==> config.mk <==
export PLATFORM = sky130hd
export DESIGN_NAME = crc5_pulse_framer
export DESIGN_NICKNAME = d
export VERILOG_FILES = /design/src/rtl/crc5_pulse_framer.sv
export SDC_FILE = /design/constraint.sdc
export NUM_CORES = 1
export LEC_CHECK = 0
export ABC_AREA = 1
export BUFFER_PORTS_ARGS = -buffer_cell sky130_fd_sc_hd__buf_2
export CORE_ASPECT_RATIO = 0.5
export CORE_MARGIN = 8
export CORE_UTILIZATION = 63
export DETAILED_ROUTE_END_ITERATION = 16
export HOLD_SLACK_MARGIN = 0.02
export PLACE_DENSITY = 0.86
export SYNTH_ARGS = -nofsm -noshare
export SYNTH_HDL_FRONTEND = slang
export SYNTH_SLANG_ARGS = --single-unit
==> constraint.sdc <==
create_clock -name clk -period 3.3 [get_ports clk]
set_input_delay 0.33 -clock clk [delete_from_list [all_inputs] [get_ports clk]]
set_output_delay 0.33 -clock clk [all_outputs]
set_load 0.1 [all_outputs]
==> src/rtl/crc5_pulse_framer.sv <==
module crc5_pulse_framer #(
  parameter int PULSE_TICKS  = 125,
  parameter int BIT_TICKS_A0 = 41250,
  parameter int BIT_TICKS_A1 = 31250,
  parameter int BIT_TICKS_A2 = 25000,
  parameter int BIT_TICKS_A3 = 17500
) (
  input  logic        clk,
  input  logic        rst_n,
  input  logic        tick_en,
  input  logic        start_i,
  input  logic [13:0] pressure_i,
  input  logic [1:0]  channel_i,
  input  logic [15:0] parity_i,
  input  logic [1:0]  addr_i,
  output logic        busy_o,
  output logic        done_o,
  output logic        pulse_o
);
  localparam int HEAD_BITS  = 4;
  localparam int DATA_BITS  = 20;
  localparam int PAR_BITS   = 16;
  localparam int CRC_BITS   = 5;
  localparam int FRAME_BITS = HEAD_BITS + DATA_BITS + PAR_BITS + CRC_BITS + 1;
  localparam int PAR_FIRST  = HEAD_BITS + DATA_BITS;
  localparam int CRC_FIRST  = PAR_FIRST + PAR_BITS;
  localparam int LAST_BIT   = FRAME_BITS - 1;
  localparam int IW         = $clog2(FRAME_BITS);
  localparam int MAX_A01    = (BIT_TICKS_A0 > BIT_TICKS_A1) ? BIT_TICKS_A0 : BIT_TICKS_A1;
  localparam int MAX_A23    = (BIT_TICKS_A2 > BIT_TICKS_A3) ? BIT_TICKS_A2 : BIT_TICKS_A3;
  localparam int MAX_TICKS  = (MAX_A01 > MAX_A23) ? MAX_A01 : MAX_A23;
  localparam int CW         = $clog2(MAX_TICKS + 1);
  localparam logic [CRC_BITS-1:0] POLY = 5'b00101;

  logic [DATA_BITS-1:0] dat_q;
  logic [PAR_BITS-1:0]  par_q;
  logic [1:0]           adr_q;
  logic [CRC_BITS-1:0]  crc_q;
  logic [IW-1:0]        idx_q;
  logic [CW-1:0]        cnt_q;
  logic                 busy_q, done_q;
  logic [CW-1:0]        period;
  logic                 cur_bit;

  wire [DATA_BITS-1:0] dat_w = {addr_i, channel_i, pressure_i, addr_i};
  wire accept   = start_i && !busy_q;
  wire bit_end  = busy_q && tick_en && (cnt_q == period - 1'b1);
  wire in_pay   = (idx_q >= IW'(HEAD_BITS)) && (idx_q < IW'(CRC_FIRST));
  wire crc_fb   = crc_q[CRC_BITS-1] ^ cur_bit;

  always_comb begin
    case (adr_q)
      2'd0:    period = CW'(BIT_TICKS_A0);
      2'd1:    period = CW'(BIT_TICKS_A1);
      2'd2:    period = CW'(BIT_TICKS_A2);
      default: period = CW'(BIT_TICKS_A3);
    endcase
  end

  always_comb begin
    if (idx_q < IW'(HEAD_BITS))
      cur_bit = 1'b1;
    else if (idx_q < IW'(PAR_FIRST))
      cur_bit = dat_q[idx_q - IW'(HEAD_BITS)];
    else if (idx_q < IW'(CRC_FIRST))
      cur_bit = par_q[idx_q - IW'(PAR_FIRST)];
    else if (idx_q < IW'(LAST_BIT))
      cur_bit = crc_q[IW'(CRC_BITS - 1) - (idx_q - IW'(CRC_FIRST))];
    else
      cur_bit = 1'b1;
  end

  always_ff @(posedge clk or negedge rst_n) begin
    if (!rst_n) begin
      dat_q  <= '0;
      par_q  <= '0;
      adr_q  <= '0;
      crc_q  <= '0;
      idx_q  <= '0;
      cnt_q  <= '0;
      busy_q <= 1'b0;
      done_q <= 1'b0;
    end else begin
      done_q <= 1'b0;
      if (accept) begin
        dat_q  <= dat_w;
        par_q  <= parity_i;
        adr_q  <= addr_i;
        crc_q  <= '0;
        idx_q  <= '0;
        cnt_q  <= '0;
        busy_q <= 1'b1;
      end else if (bit_end) begin
        cnt_q <= '0;
        if (in_pay)
          crc_q <= {crc_q[CRC_BITS-2:0], 1'b0} ^ (crc_fb ? POLY : '0);
        if (idx_q == IW'(LAST_BIT)) begin
          busy_q <= 1'b0;
          done_q <= 1'b1;
        end else begin
          idx_q <= idx_q + 1'b1;
        end
      end else if (busy_q && tick_en) begin
        cnt_q <= cnt_q + 1'b1;
      end
    end
  end

  assign busy_o  = busy_q;
  assign done_o  = done_q;
  assign pulse_o = busy_q && cur_bit && (cnt_q < CW'(PULSE_TICKS));

  a_r5_pulse_only_busy: assert property (@(posedge clk) disable iff (!rst_n)
    pulse_o |-> busy_o);

  a_r8_done_on_fall: assert property (@(posedge clk) disable iff (!rst_n)
    done_o |-> (!busy_o && $past(busy_o)));

  a_r9_start_ignored: assert property (@(posedge clk) disable iff (!rst_n)
    (start_i && busy_o) |=> ($stable(adr_q) && $stable(dat_q) && $stable(par_q)));

  a_r7_hold_without_tick: assert property (@(posedge clk) disable iff (!rst_n)
    (busy_o && !tick_en && !start_i) |=> ($stable(cnt_q) && $stable(idx_q) && busy_o));

  a_r2_index_bound: assert property (@(posedge clk) disable iff (!rst_n)
    busy_o |-> (idx_q <= IW'(LAST_BIT)));

  a_r6_count_bound: assert property (@(posedge clk) disable iff (!rst_n)
    busy_o |-> (cnt_q < period));
endmodule

### Word-level counts from Yosys, hierarchy flattened

Index checks and enable logic that the tools add are counted.

| word-level totals | value |
|---|---|
| register bits | 67 |
| bits of input ports | 38 |
| output and inout port bits | 3 |
| logic and storage cells | 73 |

| cells by class | value |
|---|---|
| add/subtract/negate cells | 7 |
| order comparisons | 9 |
| equal/unequal tests | 5 |
| muxes and demuxes | 27 |
| bitwise operators | 2 |
| reductions and logical operators | 15 |

Operators by type and width:

| operator | count |
|---|---|
| 16-bit 2-to-1 mux | 3 |
| 16-bit case mux with 3 select lines | 1 |
| 6-bit less-than comparator, second input constant | 3 |
| 6-bit 2-to-1 mux | 3 |
| 16-bit by 1-bit adder with 16-bit output, second input constant | 1 |
| 16-bit == test | 1 |
| 16-bit by 7-bit less-than comparator with 1-bit output, second input constant | 1 |
| 16-bit by 1-bit subtractor with 16-bit output, second input constant | 1 |
| 5-bit 2-to-1 mux | 3 |
| 1-bit 2-to-1 mux | 13 |
| 6-bit by 5-bit less-than comparator with 1-bit output, second input constant | 2 |
| 6-bit by 1-bit adder with 6-bit output, second input constant | 1 |
| 6-bit == test, second input constant | 1 |
| 6-bit by 3-bit greater-or-equal comparator with 1-bit output, second input constant | 1 |
| 1-bit logical AND | 6 |
| 6-bit by 3-bit less-than comparator with 1-bit output, second input constant | 1 |
| 6-bit by 4-bit less-than comparator with 1-bit output, second input constant | 1 |
| 2-bit AND reduction | 3 |
| 2-bit nonzero test | 3 |
| 3-bit by 6-bit subtractor with 6-bit output, first input constant | 1 |
| 6-bit by 3-bit subtractor with 6-bit output, second input constant | 1 |
| 6-bit by 5-bit subtractor with 6-bit output, second input constant | 1 |
| 6-bit subtractor, second input constant | 1 |
| 1-bit binary-select mux with 5-bit select | 1 |
| other kinds (11) | 11 |

### Depth between registers and ports, before layout

| logic depth | value |
|---|---|
| word-level depth | 14 |
| depth in mapped cells | 16 |
| depth with buffers taken out | 15 |

### Worst setup path after synthesis

OpenSTA, ideal clock, no wires.

| path | value |
|---|---|
| path kind | reg2out |
| from | register idx_q[0] |
| to | output pulse_o |
| arrival | 2.379 ns |
| required time | 2.970 ns |
| slack | 0.591 ns |
| stages on the path, launching flop included | 12 |
| path buffers | 1 |
| cell sequence | dfrtp_1 -> inv_2 -> buf_2 -> ha_1 -> nor3_1 -> nand2_1 -> nand2_1 -> nor2_1 -> a21oi_1 -> a21oi_2 -> nand2_1 -> o2111a_1 |

| between the ends | value |
|---|---|
| word-level cells in the longest chain between the ends | 10 |
| elaborated cells on any way between the ends | 20 |
| classes of those cells | add/sub: 4; order compare: 4; mux: 10; reduce/logical: 2 |

RTL lines:

| item | RTL line | RTL |
|---|---|---|
| start, declared | 39 | `logic [IW-1:0] idx_q;` |
| start signal, assigned | 101 | `idx_q <= idx_q + 1'b1;` |
| 6-bit subtractor | 68 | `cur_bit = crc_q[IW'(CRC_BITS - 1) - (idx_q - IW'(CRC_FIRST))];` |
| 3-bit by 6-bit subtractor with 6-bit output | 68 |  |
| 1-bit binary-select mux with 3-bit select | 68 |  |
| 1-bit 2-to-1 mux (implied by the code) | 68 |  |
| 1-bit 2-to-1 mux | 67 | `else if (idx_q < IW'(LAST_BIT))` |
| 1-bit 2-to-1 mux | 65 | `else if (idx_q < IW'(CRC_FIRST))` |
| 1-bit 2-to-1 mux | 63 | `else if (idx_q < IW'(PAR_FIRST))` |
| 1-bit 2-to-1 mux * | 61 | `if (idx_q < IW'(HEAD_BITS))` |
| 1-bit logical AND * (2 in series) | 111 | `assign pulse_o = busy_q && cur_bit && (cnt_q < CW'(PULSE_TICKS));` |
| end, declared | 18 | `output logic pulse_o` |

Every way passes the cells marked *; elsewhere a longest branch is shown, timed or not. The select of a mux whose other input is x is not followed.

### Worst setup path after layout

| path | value |
|---|---|
| from | register idx_q[1] |
| to | output pulse_o |

Same word-level chain as after synthesis.

==> results.txt <==
By area, the combinational part of the netlist is dominated by simple AND/OR/NAND/NOR gates. The synthesized netlist devotes 11.6% of its cell area to compound gates. Clock-pin slew was measured on the worst setup and hold paths at ~0.05 ns. Relative to the synthesized area, the layout overhead comes to 14.1%. The DRC violation total after the first TritonRoute iteration came out at 469.

The fraction of registers with async set or reset after synthesis is 100%. The multiplexer fraction of the synthesized cell area came out at 0%. The worst register-to-register path begins at idx_q[1]$_DFFE_PN0P_. The detail-routed net length per standard cell is approximately 16 um.

STA classifies the critical path endpoint as a primary output. The most used flip-flop cell after synthesis is dfrtp_1. The count of nets after finishing is 580. For the pin with the worst max-slew slack, the measured transition is 1.07 ns. The count of inserted antenna diode cells is 0.

The synthesized instance count came out at ~500. Summed over all nets, the half-perimeter wirelength after detailed placement is a little over 7000 um. The routed via count divided by cell count is ~5.8. The post-synthesis register bit count is 63.

The all-layer global routing usage came out at 23.8%. The final count of negative-setup-slack endpoints came out at 0. The flow ran to the end, and the final reports show no timing, DRC or antenna violations. The worst pin sits at a relative slew slack of 28.4%.

Tracing the worst setup path back leads to its startpoint at idx_q[1]$_DFFE_PN0P_. The number of buffers added for setup after CTS is 0. The maximum number of pins on one net before global-route repair is 66. Of the total synthesized cell area, the portion taken by XOR and XNOR cells is 3.26%. The wire length of the first global-routing pass came out at ~16000 um. In this run the cell area of the synthesized design comes to approximately 0.0038 sq mm. The post-detailed-route count of antenna-violating nets came out at 0. The row count came out at 20. The number of buffers created by CTS came out at 9. The simple-gate portion of the synthesized area came out at 31.0%. The chip width is roughly 130 um. For the worst setup path, the data arrival time is between 2 and 3 ns.

The proportion of layout cells with a drive suffix above 1 came out at 17.4%. The number of synthesized flops with an enable pin came out at 0. The total leakage power is ~2 nW. The H-tree generated during clock tree synthesis spans 3 levels.

The mean instance size in the synthesized netlist came out at around 7.5 sq um. The number of global-route vias before repair came out at around 3.3k. The highest net fanout along the worst path is 16.

Leaving out fill and tap cells, the most frequent cell in the layout is nand2_1. The hold violation count in the final report is 0. The full die area came out at around 0.0088 sq mm. In the layout the commonest cells are nand2_1 (147), dfrtp_1 (62), inv_1 (54). The worst-case setup slack after placement came out at 0.510 ns. The cell sitting at the root of the clock tree is a clkbuf_16. Once the floorplan was initialized, standard cells occupied about 64% of the core.

The final critical-path setup slack is slightly below 0.3 ns. The tightest min-delay check is of the primary input to flop type. Setup repair after global routing left no endpoint under its margin. After clock tree synthesis, the flow added hold-fix buffers numbering 0. Buffers placed on the I/O ports in this run total 40. For the worst setup path, the data required time is just under 3 ns.

Static timing analysis puts the maximum clock frequency at between 300 and 400 MHz. The clock arrives with approximately 0.0065 ns of skew. Counting along the longest clock path gives a buffer depth of 2. The sum of routed wire length over all layers is 10100 um. The placeable core region is between 0.005 and 0.006 sq mm. STA classifies the critical path startpoint as a flop. The startpoint identified for the worst hold timing path is parity_i[11]. In the finished design, the share of the clock period the worst path needs comes to between 90% and 100%. The final global-route overflow total is 0. The total nets after synthesis came out at roughly 550. The fill cell total of the finished layout came out at ~490. Counting tap cells, the placed design contains a total of 600 instances.

The number of search-and-repair iterations in the first detailed-routing pass is 6. The count of warnings emitted by yosys is 0. The critical path is of the flop to primary output type. The number of antenna violations at the first check in global routing was 0. The final number of max-transition violations is 0. The final non-filler cell total is around 620. The ratio of total power to cell area came out at about 580 mW/mm^2. The number of top-level pins came out at a little over 40. After routing, the total negative slack on setup checks comes to 0 ns. The final critical-path required period is 3.01 ns. The highest ir drop seen on vdd came out at 0.460 mV. The reported max-cap violation count came out at 0. The CTS tree is yes.

The clock drives 63 sinks. The weighted congestion reported at the end of routability-driven placement is around 1.0. Yosys mapped the design onto 42 distinct sky130hd cell types. The insertion delay of the later-clocked pin in the worst-skew pair is approximately 0.34 ns. The synthesized-area fraction occupied by adder cells is between 2 and 3%.

The part of the Yosys area used for sequential elements is about two fifths. The total number of vias is roughly 3.6k. The DRC violation count after routing is 0. The height of the chip came out at between 70 and 80 um.
cell type report:
cell class | count | area, sq um | area share, %
well taps | 77 | 96.3 | 2.25
clock buffers | 12 | 236 | 5.52
repair buffers | 44 | 245 | 5.72
multi-input cells | 355 | 1830 | 42.7
inverters | 61 | 231 | 5.40
clock inverters | 4 | 70.1 | 1.63
flip-flops and latches | 63 | 1580 | 36.8
worst max-delay path, cell delays in order (launching register included):
cell	delay [ns]
dfrtp_2	0.53
inv_1	0.22
ha_1	0.38
nor3_1	0.22
nand2_1	0.07
nand2_1	0.07
nor2_1	0.04
a21oi_1	0.16
a21oi_2	0.09
nand2_1	0.13
o2111a_1	0.25
buf_12	0.19
layer usage:
metal / wire length, um / vias to the layer above / GRT usage (%) / share of wire [%]
met1: 4780 / 1643 / 35.1 / 47
met5: 0 / - / 0 / 0
met3: 1350 / 27 / 10.1 / 13
met2: 3800 / 214 / 29.6 / 38
met4: 175 / 0 / 7.75 / 1.7
li1: - / 1669 / - / -
repair_timing:
| action | 4_1_cts | 5_1_grt |
|---|---|---|
| setup endpoints to repair | 0 | 1 |
| resized for setup | 0 | 1 |
| endpoints found under the hold margin | 0 | 0 |
cell families after synthesis:
logic type	Yosys count
xor+xnor	14
compound gates	69
simple gates	264
fa+ha+maj	8
flops	63
buf+inv	83
report_power, final:
group	switching [mW]	internal [mW]	total [mW]
clock network	0.329	0.658	0.987
registers	0.108	0.870	0.979
logic	0.344	0.183	0.526
sequential cells by signal (all words and copies together), names as in the netlist:
signal	flops
done_o	1
busy_o	1
dat_q	18
cnt_q	16
crc_q	5
par_q	16
idx_q	6
cell usage after synthesis, types with 2 or more instances:
cell	instances	share of area, %
nand3_1	39	5.2
buf_4	2	0.40
nor4_1	3	0.50
nand2_4	2	0.60
inv_1	54	5.4
xor2_1	12	2.8
nor3_1	8	1.1
o31ai_1	3	0.60
dfrtp_1	63	42
nand2_1	147	15
nor2_1	39	3.9
o21ai_2	7	1.6
clkbuf_1	10	1.0
a21oi_1	9	1.2
ha_1	8	2.7
xnor2_1	2	0.47
inv_2	5	0.50
nand2_2	4	0.67
nor2_2	4	0.67
or2_2	4	0.67
nand4_1	7	1.2
o21ai_0	39	5.2
nor3_2	3	0.80
buf_6	4	1.2
buf_2	6	0.80
per-stage QoR:
stage / hold slack [ns] / total power [mW] / area, sq um / util (%)
global route: 0.206 / 2.61 / 4290 / 72.6
global placement: 0.458 / 1.47 / 3980 / 67.4
detailed placement: 0.461 / 1.50 / 3980 / 67.4
floorplan: 0.0344 / 1.34 / 3760 / -
finish: 0.195 / 2.49 / 4290 / 72.6
CTS: 0.192 / 2.49 / 4290 / 72.6
worst paths after layout:
check,to,slack [ns],cells past startpoint
setup / recovery,pulse_o,0.29,11
setup reg to reg,crc_q[2]$_DFFE_PN0P_,0.99,15
min in group asynchronous,cnt_q[13]$_DFFE_PN0P_,0.20,1
max in group asynchronous,dat_q[12]$_DFFE_PN0P_,2.30,2
hold / removal,par_q[11]$_DFFE_PN0P_,0.19,3
hold reg to reg,par_q[15]$_DFFE_PN0P_,0.47,2
Power figures use the tool's default switching activity.
